`config.mk`:
```
export PLATFORM = sky130hd
export DESIGN_NAME = linkev_counter
export DESIGN_NICKNAME = d
export VERILOG_FILES = /design/src/rtl/linkev_pkg.sv /design/src/rtl/linkev_edge.sv /design/src/rtl/linkev_decode.sv /design/src/rtl/linkev_satcnt.sv /design/src/rtl/linkev_counter.sv
export SDC_FILE = /design/constraint.sdc
export NUM_CORES = 1
export LEC_CHECK = 0
export BUFFER_PORTS_ARGS = -buffer_cell sky130_fd_sc_hd__buf_2
export CAP_MARGIN = 20
export CORE_MARGIN = 3
export CORE_UTILIZATION = 48
export CTS_CLUSTER_DIAMETER = 80
export DETAILED_ROUTE_END_ITERATION = 16
export PLACE_DENSITY = 0.93
export SLEW_MARGIN = 5
export SYNTH_ARGS = -nofsm -noshare
export SYNTH_HDL_FRONTEND = slang
export SYNTH_SLANG_ARGS = --single-unit
```
`constraint.sdc`:
```
create_clock -name clk -period 5.97 [get_ports clk]
set_clock_uncertainty 0.1 [all_clocks]
set_input_delay 1.4925 -clock clk [delete_from_list [all_inputs] [get_ports clk]]
set_output_delay 1.4925 -clock clk [all_outputs]
set_load 0.01 [all_outputs]
```
`src/rtl/linkev_pkg.sv`:
```
package linkev_pkg;
    localparam int N_PEER  = 5;
    localparam int N_LOCAL = 4;

    localparam logic [7:0] SEL_STALL_CRED  = 8'h27;
    localparam logic [7:0] SEL_RETX        = 8'h28;
    localparam logic [7:0] SEL_STALL_RETRY = 8'h29;
    localparam logic [7:0] SEL_RETRY_LOW   = 8'h2A;
    localparam logic [7:0] SEL_PEER_BASE   = 8'h2B;
    localparam logic [7:0] SEL_LOCAL_BASE  = 8'h30;
    localparam logic [7:0] SEL_RX_DW       = 8'h34;
    localparam logic [7:0] SEL_RX_MSG      = 8'h35;
    localparam logic [7:0] SEL_RX_PKT      = 8'h36;

    typedef logic [1:0] incr_t;
endpackage

```
`src/rtl/linkev_edge.sv`:
```
module linkev_edge #(
    parameter int N         = 5,
    parameter int W         = 12,
    parameter bit ZERO_MODE = 1'b0
) (
    input  logic           clk,
    input  logic           rst_n,
    input  logic [N*W-1:0] cred_i,
    input  logic [W-1:0]   thr_i,
    input  logic           hold_i,
    output logic [N-1:0]   rise_o
);
    typedef struct packed {
        logic [N-1:0] prev;
    } state_t;

    state_t       st_d, st_q;
    logic [N-1:0] cond;

    always_comb begin
        for (int k = 0; k < N; k++) begin
            cond[k] = ZERO_MODE ? (cred_i[k*W +: W] == '0)
                                : (cred_i[k*W +: W] < thr_i);
        end
        st_d.prev = cond;
        rise_o    = cond & ~st_q.prev & {N{~hold_i}};
    end

    always_ff @(posedge clk) begin
        if (!rst_n) st_q.prev <= '1;
        else        st_q      <= st_d;
    end

    for (genvar i = 0; i < N; i++) begin : g_chk
        // An excursion counts once: no event in two consecutive cycles
        p_edge_once_r4: assert property (@(posedge clk) disable iff (!rst_n)
            rise_o[i] |=> !rise_o[i]);
    end
endmodule

```
`src/rtl/linkev_decode.sv`:
```
module linkev_decode
    import linkev_pkg::*;
#(
    parameter int CRED_W = 12
) (
    input  logic [7:0]        sel_i,
    input  logic [CRED_W-1:0] thr_i,
    input  logic              tx_stall_cred_i,
    input  logic              tx_retx_i,
    input  logic              tx_stall_retry_i,
    input  logic              retry_pkt_i,
    input  logic [CRED_W-1:0] retry_occ_i,
    input  logic [N_PEER-1:0] peer_rise_i,
    input  logic [N_LOCAL-1:0] local_rise_i,
    input  logic              rx_dw_vld_i,
    input  logic              rx_dw_two_i,
    input  logic              rx_msg_ok_i,
    input  logic              rx_pkt_ok_i,
    output incr_t             inc_o,
    output logic              mapped_o
);
    always_comb begin
        inc_o    = '0;
        mapped_o = 1'b1;
        unique case (sel_i)
            SEL_STALL_CRED:  inc_o = {1'b0, tx_stall_cred_i};
            SEL_RETX:        inc_o = {1'b0, tx_retx_i};
            SEL_STALL_RETRY: inc_o = {1'b0, tx_stall_retry_i};
            SEL_RETRY_LOW:   inc_o = {1'b0, retry_pkt_i && (retry_occ_i < thr_i)};
            SEL_RX_DW:       inc_o = rx_dw_vld_i ? (rx_dw_two_i ? 2'd2 : 2'd1) : 2'd0;
            SEL_RX_MSG:      inc_o = {1'b0, rx_msg_ok_i};
            SEL_RX_PKT:      inc_o = {1'b0, rx_pkt_ok_i};
            default: begin
                mapped_o = 1'b0;
                for (int k = 0; k < N_PEER; k++) begin
                    if (sel_i == SEL_PEER_BASE + 8'(k)) begin
                        mapped_o = 1'b1;
                        inc_o    = {1'b0, peer_rise_i[k]};
                    end
                end
                for (int k = 0; k < N_LOCAL; k++) begin
                    if (sel_i == SEL_LOCAL_BASE + 8'(k)) begin
                        mapped_o = 1'b1;
                        inc_o    = {1'b0, local_rise_i[k]};
                    end
                end
            end
        endcase
    end
endmodule

```
`src/rtl/linkev_satcnt.sv`:
```
module linkev_satcnt
    import linkev_pkg::*;
#(
    parameter int W = 32
) (
    input  logic         clk,
    input  logic         rst_n,
    input  logic         clr_i,
    input  incr_t        inc_i,
    output logic [W-1:0] cnt_o
);
    typedef struct packed {
        logic [W-1:0] cnt;
    } state_t;

    state_t     st_d, st_q;
    logic [W:0] sum;

    always_comb begin
        sum = {1'b0, st_q.cnt} + (W+1)'(inc_i);
        st_d = st_q;
        if (clr_i)       st_d.cnt = '0;
        else if (sum[W]) st_d.cnt = '1;
        else             st_d.cnt = sum[W-1:0];
    end

    always_ff @(posedge clk) begin
        if (!rst_n) st_q.cnt <= '0;
        else        st_q     <= st_d;
    end

    assign cnt_o = st_q.cnt;

    p_clear_r11: assert property (@(posedge clk) disable iff (!rst_n)
        clr_i |=> (cnt_o == '0));
    p_sat_hold_r10: assert property (@(posedge clk) disable iff (!rst_n)
        (!clr_i && (&cnt_o)) |=> (&cnt_o));
    p_no_wrap_r10: assert property (@(posedge clk) disable iff (!rst_n)
        !clr_i |=> (cnt_o >= $past(cnt_o)));
    p_step_r7: assert property (@(posedge clk) disable iff (!rst_n)
        !clr_i |=> ((cnt_o - $past(cnt_o)) <= W'(2)));
endmodule

```
`src/rtl/linkev_counter.sv`:
```
module linkev_counter
    import linkev_pkg::*;
#(
    parameter int CNT_W  = 32,
    parameter int CRED_W = 12
) (
    input  logic                      clk,
    input  logic                      rst_n,
    input  logic [7:0]                sel_i,
    input  logic [CRED_W-1:0]         thresh_i,
    input  logic                      clr_i,
    input  logic                      tx_stall_cred_i,
    input  logic                      tx_retx_i,
    input  logic                      tx_stall_retry_i,
    input  logic                      retry_pkt_i,
    input  logic [CRED_W-1:0]         retry_occ_i,
    input  logic [N_PEER*CRED_W-1:0]  peer_cred_i,
    input  logic [N_LOCAL*CRED_W-1:0] local_cred_i,
    input  logic                      rx_dw_vld_i,
    input  logic                      rx_dw_two_i,
    input  logic                      rx_msg_ok_i,
    input  logic                      rx_pkt_ok_i,
    output logic [CNT_W-1:0]          count_o
);
    typedef struct packed {
        logic [7:0] sel;
    } state_t;

    state_t             st_d, st_q;
    logic               sel_chg;
    logic [N_PEER-1:0]  peer_rise;
    logic [N_LOCAL-1:0] local_rise;
    incr_t              inc;
    logic               mapped;

    always_comb begin
        st_d     = st_q;
        st_d.sel = sel_i;
        sel_chg  = (sel_i != st_q.sel);
    end

    always_ff @(posedge clk) begin
        if (!rst_n) st_q.sel <= '0;
        else        st_q     <= st_d;
    end

    linkev_edge #(.N(N_PEER), .W(CRED_W), .ZERO_MODE(1'b0)) u_peer_edge (
        .clk(clk), .rst_n(rst_n), .cred_i(peer_cred_i), .thr_i(thresh_i),
        .hold_i(sel_chg), .rise_o(peer_rise)
    );

    linkev_edge #(.N(N_LOCAL), .W(CRED_W), .ZERO_MODE(1'b1)) u_local_edge (
        .clk(clk), .rst_n(rst_n), .cred_i(local_cred_i), .thr_i(thresh_i),
        .hold_i(sel_chg), .rise_o(local_rise)
    );

    linkev_decode #(.CRED_W(CRED_W)) u_decode (
        .sel_i(sel_i), .thr_i(thresh_i),
        .tx_stall_cred_i(tx_stall_cred_i), .tx_retx_i(tx_retx_i),
        .tx_stall_retry_i(tx_stall_retry_i), .retry_pkt_i(retry_pkt_i),
        .retry_occ_i(retry_occ_i), .peer_rise_i(peer_rise),
        .local_rise_i(local_rise), .rx_dw_vld_i(rx_dw_vld_i),
        .rx_dw_two_i(rx_dw_two_i), .rx_msg_ok_i(rx_msg_ok_i),
        .rx_pkt_ok_i(rx_pkt_ok_i), .inc_o(inc), .mapped_o(mapped)
    );

    linkev_satcnt #(.W(CNT_W)) u_cnt (
        .clk(clk), .rst_n(rst_n), .clr_i(clr_i), .inc_i(inc), .cnt_o(count_o)
    );

    p_frozen_r8: assert property (@(posedge clk) disable iff (!rst_n)
        (!clr_i && !mapped) |=> $stable(count_o));
    p_sel_change_r9: assert property (@(posedge clk) disable iff (!rst_n)
        (!clr_i && sel_chg && (sel_i >= SEL_PEER_BASE) && (sel_i < SEL_RX_DW))
        |=> $stable(count_o));
endmodule

```
==> impl_metrics.csv, run 1 <==
group,metric,value,unit
sta,setup_viol,0,
hold_path,whs_path_depth,2,
clock_network,clkTransAtPathRegs,0.10,ns
critical_path,startpoint,"thresh_i[7]",
floorplan,rows,32,
yosys,async_flop_share,0,
yosys,synth_compound_area_frac,0.185,
critical_path,crit_type,"in2reg",
yosys,ys_seq_area_frac,0.248,
yosys,synth_fa_ha_area_frac,0.221,
power_and_ir_drop,pwr-share-clk,0.353,
power_and_ir_drop,seq_power_share,0.415,
yosys,avgSynthCellArea,8.58,um2
finish,diodes,0,
critical_path,cp-start-kind,"input port",
clock_network,clock-root-buffer,"clkbuf_8",
power_and_ir_drop,power,811,uW
yosys,synthCells,460,
critical_path,critPathRequiredTime,6.11,ns
yosys,synth-xor-area-share,0.0777,
sta,period_needed,5.60,ns
finish,post-route-util,0.657,
critical_path,critPathMaxStageDelay,0.47,ns
grt,grt_max_degree,33,
floorplan,initial_core_util,0.503,
sta,layout_setup_ws,0.367,ns
grt,grt_pass1_wl,19.6,mm
floorplan,ios,183,
sta,slew_violations,0,
sta,timing.final.crit_share,0.939,
clock_network,clock_path_buffers,2,
critical_path,end_kind,"register",
clock_network,numCtsBuffers,5,
drt,drc,0,
critical_path,r2r-start,"st_q[4]",
yosys,synth-main-ff-cell,"dfxtp_1",
power_and_ir_drop,p_leak,2.49,nW
clock_network,clkSinkCount,49,
floorplan,die_h,96.7,um
finish,syn2layout_area_growth,30.6,%
power_and_ir_drop,combPwrFrac,0.231,
critical_path,crit_path_max_fanout,15,
yosys,ys_types,46,
grt,gr-usage-met1,0.269,
sta,fin_hold_ws,0.427,ns
grt,use_met3,0.0584,
grt,overflow,0,
critical_path,rr_worst_depth,17,
placed_design,gp_congestion,0.933,
grt,grt_pass1_vias,4417,
critical_path,worstPathArrival,5.74,ns
yosys,yosys.area.top_type,"dfxtp_1",
drt,drt-vias-per-instance,5.49,
run,cap_violations,0,
yosys,synth_area_leaders,"dfxtp_1 (25%), ha_1 (22%), xor2_1 (6.2%)",
floorplan,die_w,96.7,um
floorplan,die_area,9350,um2
sta,clock.fmax,178,MHz
sta,relSlewSlack,0.573,
yosys,netlist.area_leader.share,0.248,
hold_path,min_path_type,"reg2reg",
yosys,synth.most_common_cell,"ha_1",
sta,worstMarginPinSlew,0.632,ns
yosys,muxShareOfSynthArea,0.00254,
critical_path,crit_end,"u_cnt.cnt_o[1]",
power_and_ir_drop,pwr_density_cell,157,nW/um2
grt,grt_use_total,0.246,
floorplan,fp.coreArea,7850,um2
drt,firstDrtPassIters,4,
finish,nNetsFinal,871,
clock_network,cts_max_level,2,
yosys,yosys.area_share.simple,0.225,
placed_design,dp_slack,0.0401,ns
placed_design,dpl.hpwl,9.82,mm
placed_design,portBuffers,182,
yosys,syn_nets,680,
drt,num_vias,4141,
grt,busiest_layer,"met2",
finish,drive_gt1_frac,0.356,
sta,hold_violations,0,
power_and_ir_drop,p_int,594,uW
yosys,synth_edf_count,0,
grt,grt.met2_usage,0.458,
critical_path,slowest_stage,"fa_1",
power_and_ir_drop,power.share.switching,0.267,
placed_design,place_area,5000,um2
drt,routedWlPerCell,15.5,um
grt,antenna_found_initial,0,
critical_path,crit_chain,"buf_2, inv_1, ha_1, nand3_1, nor2_1, nor3_1, a31oi_1, or3_1, a41o_1, o211a_1, o211ai_1, ha_1, inv_1, fa_1, nor3b_4, nand3_2, or2_4, nor3_4, nand2b_2, buf_4, a21oi_1",
yosys,synth_area,3950,um2
yosys,yosys_register_bits,49,
yosys,synth_common_cells,"ha_1 (68), dfxtp_1 (49), nand2_1 (42), a21oi_1 (32), xor2_1 (28)",
critical_path,reg2reg_setup_slack,1.77,ns
clock_network,insertion_delay,0.32,ns
outcome,outcome,"finished, final reports clean",
yosys,ys_warn_count,0,
power_and_ir_drop,p_switching,216,uW
finish,final_area,5150,um2
drt,drt_iter0_markers,149,
critical_path,regToRegEndpoint,"u_cnt.cnt_o[1]",
drt,wl,11.7,mm
clock_network,cts_hold_buf,0,
power_and_ir_drop,vdd_drop_max,107,uV
drt,antenna_left,0,
clock_network,cts_tree,"built",
yosys,synth_top_family_by_area,"simple AND/OR/NAND/NOR gates",
[final cells by class]
type | count | area [um2]
clock inverters | 3 | 68.8
clock buffers | 5 | 68.8
fillers | 671 | 2690
inverters | 20 | 78.8
repair buffers | 196 | 1020
flip-flops and latches | 49 | 981
well taps | 102 | 128
multi-input cells | 379 | 2810
[kinds of logic after synthesis]
family | after synthesis
compound gates | 110
fa+ha+maj | 69
flops | 49
xor+xnor | 35
buf+inv | 32
mux | 1
simple gates | 164
[power by group through the flow]
| stage | sequential [mW] | clock (mW) | combinational, mW |
|---|---|---|---|
| after global placement | 0.344 | 0 | 0.175 |
| after floorplan | 0.344 | 0 | 0.0983 |
| after detailed placement | 0.344 | 0 | 0.186 |
| after global routing | 0.337 | 0.301 | 0.215 |
| after CTS | 0.337 | 0.288 | 0.187 |
| final | 0.337 | 0.286 | 0.188 |
[through the flow]
step,std cells,TNS (ns)
floorplan,460,0
global placement,745,0
detailed placement,745,0
CTS,753,0
global route,754,-0.367
finish,754,0
[how the worst min path moves through the flow]
stage,startpoint,endpoint
final,u_cnt.cnt_o[31],u_cnt.cnt_o[31]
after CTS,u_cnt.cnt_o[31],u_cnt.cnt_o[31]
after floorplan,u_cnt.cnt_o[31],u_cnt.cnt_o[31]
after detailed placement,u_cnt.cnt_o[31],u_cnt.cnt_o[31]
after global routing,u_cnt.cnt_o[31],u_cnt.cnt_o[31]
after global placement,u_cnt.cnt_o[31],u_cnt.cnt_o[31]
[what timing repair did]
action,CTS,global route
setup buffers,0,1
resized for setup,0,2
setup endpoints to repair,0,25
[flip-flops by register name (all words and copies together) (netlist names)]
signal / count
u_local_edge.st_q: 4
u_peer_edge.st_q: 5
st_q: 8
u_cnt.cnt_o: 32
[cells in the final DEF (no fill, tap or decap), drive strengths merged, types with 8 or more instances in the layout]
master  Yosys  final
buf         3    196
ha         68     68
a21oi      52     52
dfxtp      49     49
nand2      42     42
xor2       28     28
nor2       25     25
inv        20     20
o21ai      19     19
nor4       18     18
nand4      17     17
nand3      15     15
nor3       11     11
and2        9      9
a21o        8      8
[worst max-delay path, delay by kind of cell]
family / cells / cell delay, ns
AOI/OAI and AO/OA: 5 / 0.94
adders and majority gates: 3 / 0.96
buffers and inverters: 4 / 0.57
and+or+nand+nor: 9 / 1.75
[metal layers]
metal  routed length (um)  up-vias
met4                  308        0
met1                 4540     1875
met5                    0        -
met3                  765       30
met2                 6060      159
li1                     -     2077
No activity file was read; power rests on OpenSTA's default activity.
==> inputs of run 2 (changes only) <==
--- a/config.mk
+++ b/config.mk
@@ -11,7 +11,7 @@
 export CORE_UTILIZATION = 48
 export CTS_CLUSTER_DIAMETER = 80
 export DETAILED_ROUTE_END_ITERATION = 16
-export PLACE_DENSITY = 0.93
+export PLACE_DENSITY = 0.82
 export SLEW_MARGIN = 5
 export SYNTH_ARGS = -nofsm -noshare
 export SYNTH_HDL_FRONTEND = slang
==> run 2 against run 1 <==
  * Wire length decreased by 4.9%
  * Largest cell class unchanged
  * Power down 11%
  * Clock power shrank 29%
  * Worst hold slack improved by 0.019 ns
  * Die area stayed put
  * Count of clock-buffer cells in the layout is 1 higher
  * Critical path type unchanged
  * Sequential share of layout area is 0.12 points higher
  * Largest power group unchanged
==> impl_metrics.csv, run 2 (synthesis gave the netlist of run 1 again) <==
group,metric,value,unit
outcome,outcome,"finished, final reports clean",
placed_design,gp_congestion,0.868,
sta,rsz0062_at_grt,"no",
drt,routedWlPerCell,14.7,um
finish,diodes,0,
placed_design,portBuffers,182,
finish,post-route-util,0.653,
grt,grt_max_degree,33,
floorplan,rows,32,
sta,hold_violations,0,
finish,nNetsFinal,872,
drt,antenna_left,0,
sta,clock.fmax,178,MHz
critical_path,critPathRequiredTime,6.10,ns
floorplan,fp.coreArea,7850,um2
drt,wl_met3,803,um
sta,setup_tns,0,ns
sta,period_needed,5.61,ns
sta,worstMarginPinSlew,0.612,ns
drt,top_layer,"met4",
finish,layout.cells.non_filler,754,
sta,setup_viol,0,
finish,final_common_cell,"buf_2",
sta,relSlewSlack,0.587,
grt,overflow,0,
floorplan,initial_core_util,0.503,
drt,wl_met1,4.28,mm
sta,fin_hold_ws,0.446,ns
clock_network,clkTransAtPathRegs,0.09,ns
clock_network,post_cts_resized,0,
floorplan,die_w,96.7,um
clock_network,cts_hold_buf,0,
finish,syn2layout_area_growth,29.8,%
clock_network,numCtsBuffers,5,
clock_network,clock-root-buffer,"clkbuf_8",
placed_design,dpl.hpwl,9.37,mm
finish,largest_reg_flops,32,
grt,antenna_found_initial,0,
drt,wl,11.1,mm
drt,firstDrtPassIters,4,
drt,drt-vias-per-instance,5.50,
run,cap_violations,0,
critical_path,worstPathArrival,5.74,ns
power_and_ir_drop,vdd_drop_max,80.6,uV
clock_network,clock_path_buffers,2,
clock_network,insertion_delay,0.31,ns
clock_network,cts_tree,"built",
drt,num_vias,4146,
clock_network,cts_max_level,2,
critical_path,crit_path_max_fanout,18,
grt,grt_pass1_vias,4303,
critical_path,end_kind,"register",
drt,wl_met2,5.75,mm
critical_path,crit_type,"in2reg",
power_and_ir_drop,power,724,uW
floorplan,die_h,96.7,um
drt,drc,0,
power_and_ir_drop,p_leak,2.49,nW
placed_design,dp.cells,747,
floorplan,die_area,9350,um2
hold_path,min_path_type,"reg2reg",
sta,slew_violations,0,
critical_path,cp-start-kind,"input port",
finish,final_cell_mix,"buf_2 (182), ha_1 (68), dfxtp_1 (49), nand2_1 (42), a21oi_1 (32)",
grt,grt_pass1_wl,18.7,mm
grt,grt_use_total,0.235,
power_and_ir_drop,pwr_density_cell,141,nW/um2
clock_network,clkSinkCount,49,
floorplan,ios,183,
finish,drive_gt1_frac,0.353,
sta,timing.final.crit_share,0.939,
clock_network,post-cts-setup-buffers,0,
drt,drt_iter0_markers,179,
[run 2: routing by layer]
layer / GRT usage / vias up
met5: 0 / -
li1: - / 2071
met3: 0.0562 / 25
met4: 0.0896 / 0
met2: 0.434 / 173
met1: 0.256 / 1877
[run 2: cell type report]
class,instances,area (um2)
well taps,102,128
fillers,695,2730
repair buffers,197,1040
clock inverters,1,7.51
inverters,20,75.1
multi-input cells,379,2810
clock buffers,6,82.6
flip-flops and latches,49,981
[run 2: worst max-delay path, stage by stage]
cell and delay (ns):
buf_2 0.10, inv_1 0.19, ha_1 0.27, o21ai_0 0.07, nor2_1 0.06, o31ai_1 0.21, a31oi_1 0.16, or3_1 0.32
a41o_1 0.24, o211a_1 0.21, o211ai_1 0.19, ha_1 0.20, inv_1 0.06, fa_1 0.42, nor3b_4 0.24, nand3_2 0.16
or2_4 0.29, nor3_4 0.30, nand2b_4 0.19, buf_12 0.21, a21oi_1 0.14
[run 2: metrics by stage]
stage                     setup WS, ns  instance area [um2]
final                            0.361                 5120
after global placement           0.121                 5030
after CTS                        0.256                 5120
after detailed placement       -0.0534                 5030
after floorplan                  0.495                 3950
after global routing            0.0286                 5120
[run 2: final timing paths]
| path | startpoint | to | slack [ns] | depth (start not counted) |
|---|---|---|---|---|
| worst max-delay path | thresh_i[2] | u_cnt.cnt_o[1] | 0.36 | 21 |
| worst min-delay path | u_cnt.cnt_o[31] | u_cnt.cnt_o[31] | 0.45 | 2 |
| worst max register to register | st_q[4] | u_cnt.cnt_o[1] | 1.69 | 17 |
| worst min register to register | u_cnt.cnt_o[31] | u_cnt.cnt_o[31] | 0.45 | 2 |
[run 2: report_power, final]
group          switching [mW]  internal (mW)  total [mW]
sequential            0.00265          0.334       0.337
combinational          0.0931         0.0916       0.185
clock                   0.111         0.0918       0.203
==> inputs of run 3 (changes only) <==
--- a/config.mk
+++ b/config.mk
@@ -5,10 +5,11 @@
 export SDC_FILE = /design/constraint.sdc
 export NUM_CORES = 1
 export LEC_CHECK = 0
+export ABC_AREA = 1
 export BUFFER_PORTS_ARGS = -buffer_cell sky130_fd_sc_hd__buf_2
 export CAP_MARGIN = 20
 export CORE_MARGIN = 3
-export CORE_UTILIZATION = 48
+export CORE_UTILIZATION = 49
 export CTS_CLUSTER_DIAMETER = 80
 export DETAILED_ROUTE_END_ITERATION = 16
 export PLACE_DENSITY = 0.82
==> run 3 against run 2 <==
  * Combinational power barely moved
  * Wire length rose by 11%
  * First-iteration DRC count fell by 26%
  * Synthesized cell count rose by 37%
  * Largest cell class unchanged
  * Critical endpoint is now u_cnt.cnt_o[22]
  * Utilization fell by 0.63 points
==> impl_metrics.csv, run 3 <==
group,metric,value,unit
power_and_ir_drop,p_int,502,uW
sta,slew_violations,0,
run,cap_violations,0,
finish,final_common_cell,"buf_2",
floorplan,die_h,100,um
clock_network,cts_tree,"built",
clock_network,cts_max_level,2,
sta,worstMarginPinSlew,1.06,ns
yosys,syn_nets,848,
power_and_ir_drop,power.share.switching,0.292,
hold_path,min_path_type,"reg2reg",
clock_network,numCtsBuffers,5,
grt,use_met3,0.0431,
power_and_ir_drop,pwr_density_cell,130,nW/um2
clock_network,clkSinkCount,49,
grt,grt.met2_usage,0.431,
critical_path,critPathRequiredTime,6.12,ns
clock_network,cts_hold_buf,0,
yosys,netlist.area_leader.share,0.226,
drt,antenna_left,0,
grt,gr-usage-met1,0.294,
drt,drt_iter0_markers,132,
floorplan,die_w,100,um
yosys,yosys_register_bits,49,
drt,routedWlPerCell,13.4,um
grt,grt_pass1_wl,20.1,mm
yosys,synth-main-ff-cell,"dfxtp_1",
outcome,outcome,"finished, final reports clean",
sta,setup_tns,0,ns
sta,period_needed,5.06,ns
drt,drt-vias-per-instance,5.17,
power_and_ir_drop,p_switching,207,uW
drt,num_vias,4740,
yosys,ys_seq_area_frac,0.226,
clock_network,clock_path_buffers,2,
finish,drive_gt1_frac,0.275,
yosys,synth_edf_count,0,
critical_path,crit_path_frequent_cell,"nand2_1",
critical_path,crit_path_max_fanout,11,
critical_path,cp-start-kind,"input port",
sta,relSlewSlack,0.293,
yosys,avgSynthCellArea,6.93,um2
sta,timing.final.crit_share,0.847,
grt,grt_max_degree,19,
power_and_ir_drop,pwr-share-clk,0.265,
grt,busiest_layer,"met2",
power_and_ir_drop,vdd_drop_max,98.0,uV
clock_network,clkTransAtPathRegs,0.08,ns
clock_network,insertion_delay,0.30,ns
critical_path,worstPathArrival,5.20,ns
drt,drc,0,
clock_network,post_cts_resized,0,
power_and_ir_drop,p_leak,3.01,nW
floorplan,initial_core_util,0.516,
yosys,synth_common_cells,"nand2_1 (143), inv_1 (94), ha_1 (68), nor2_1 (51), dfxtp_1 (49)",
yosys,async_flop_share,0,
clock_network,post-cts-setup-buffers,0,
power_and_ir_drop,seq_power_share,0.474,
finish,nNetsFinal,1031,
drt,wl,12.3,mm
critical_path,critPathMaxStageDelay,0.45,ns
yosys,synth_area,4350,um2
finish,post-route-util,0.646,
finish,diodes,0,
floorplan,die_area,10000,um2
placed_design,gp_congestion,0.918,
sta,setup_viol,0,
yosys,yosys.area.top_type,"dfxtp_1",
yosys,ys_warn_count,0,
floorplan,ios,183,
placed_design,portBuffers,182,
sta,hold_violations,0,
critical_path,end_kind,"register",
finish,syn2layout_area_growth,25.2,%
floorplan,fp.coreArea,8420,um2
yosys,synth.most_common_cell,"nand2_1",
floorplan,rows,33,
critical_path,slowest_stage,"fa_1",
clock_network,clock-root-buffer,"clkbuf_8",
yosys,synth_area_leaders,"dfxtp_1 (23%), ha_1 (20%), nand2_1 (12%)",
grt,antenna_found_initial,0,
finish,largest_reg_flops,32,
yosys,synthCells,628,
sta,rsz0062_at_grt,"no",
grt,grt_pass1_vias,4652,
yosys,ys_types,43,
sta,clock.fmax,198,MHz
placed_design,dpl.hpwl,10.5,mm
critical_path,crit_type,"in2reg",
drt,firstDrtPassIters,5,
grt,overflow,0,
finish,final_cell_mix,"buf_2 (182), nand2_1 (143), inv_1 (94), ha_1 (68), nor2_1 (51)",
power_and_ir_drop,combPwrFrac,0.261,
grt,grt_use_total,0.240,
run 3: power by group through the flow:
stage                     Combinational, mW  Sequential (mW)  Clock, mW
after global placement                0.177            0.344          0
after floorplan                       0.103            0.343          0
after global routing                  0.213            0.337      0.211
final                                 0.185            0.336      0.188
after detailed placement              0.184            0.344          0
after CTS                             0.185            0.336      0.197
run 3: path summary, 6_finish.rpt:
path / depth (start not counted) / slack (ns) / end / from
worst max register to register: 23 / 2.37 / u_cnt.cnt_o[22] / st_q[1]
worst max-delay path: 30 / 0.91 / u_cnt.cnt_o[22] / thresh_i[11]
worst min register to register: 2 / 0.44 / u_cnt.cnt_o[30] / u_cnt.cnt_o[30]
worst min-delay path: 2 / 0.44 / u_cnt.cnt_o[30] / u_cnt.cnt_o[30]
run 3: logic make-up (layout without fill, tap and decap cells):
kind of cell	Yosys count	in the layout	synth area share
AND/OR/NAND/NOR	294	294	0.317
buffers and inverters	110	294	0.0975
AO/OA/AOI/OAI	82	82	0.112
adder cells (fa/ha/maj)	69	69	0.200
flip-flops	49	49	0.226
XOR/XNOR	24	24	0.0483
run 3: final cells by class:
cell class              instances  area, um2
clock inverters                 1       7.51
fillers                       759       2980
repair buffers                183        918
multi-input cells             469       2940
clock buffers                   7       76.3
inverters                     103        387
flip-flops and latches         49        981
well taps                     105        131
run 3: layer usage:
metal  routed length [um]  share of wire  up-vias
met2                 6180           0.50      170
met3                  871          0.071       18
li1                     -              -     2441
met1                 5020           0.41     2111
met4                  215          0.017        0
met5                    0              0        -
run 3: per-stage QoR:
stage | power [mW] | std cells | setup WS [ns] | hold slack, ns | instance area [um2]
2_1_floorplan | 0.446 | 628 | 1.25 | 0.431 | 4350
3_3_place_gp | 0.520 | 909 | 0.687 | 0.407 | 5360
3_5_place_dp | 0.528 | 909 | 0.569 | 0.412 | 5360
4_1_cts | 0.719 | 917 | 0.898 | 0.431 | 5450
5_1_grt | 0.761 | 917 | 0.528 | 0.470 | 5450
6_report | 0.709 | 917 | 0.915 | 0.437 | 5450
run 3: worst max-delay path, delay by kind of cell:
kind | cells | cell delay, ns
AND/OR/NAND/NOR | 19 | 1.89
adder cells (fa/ha/maj) | 3 | 0.89
buffers and inverters | 6 | 0.68
AO/OA/AOI/OAI | 2 | 0.24
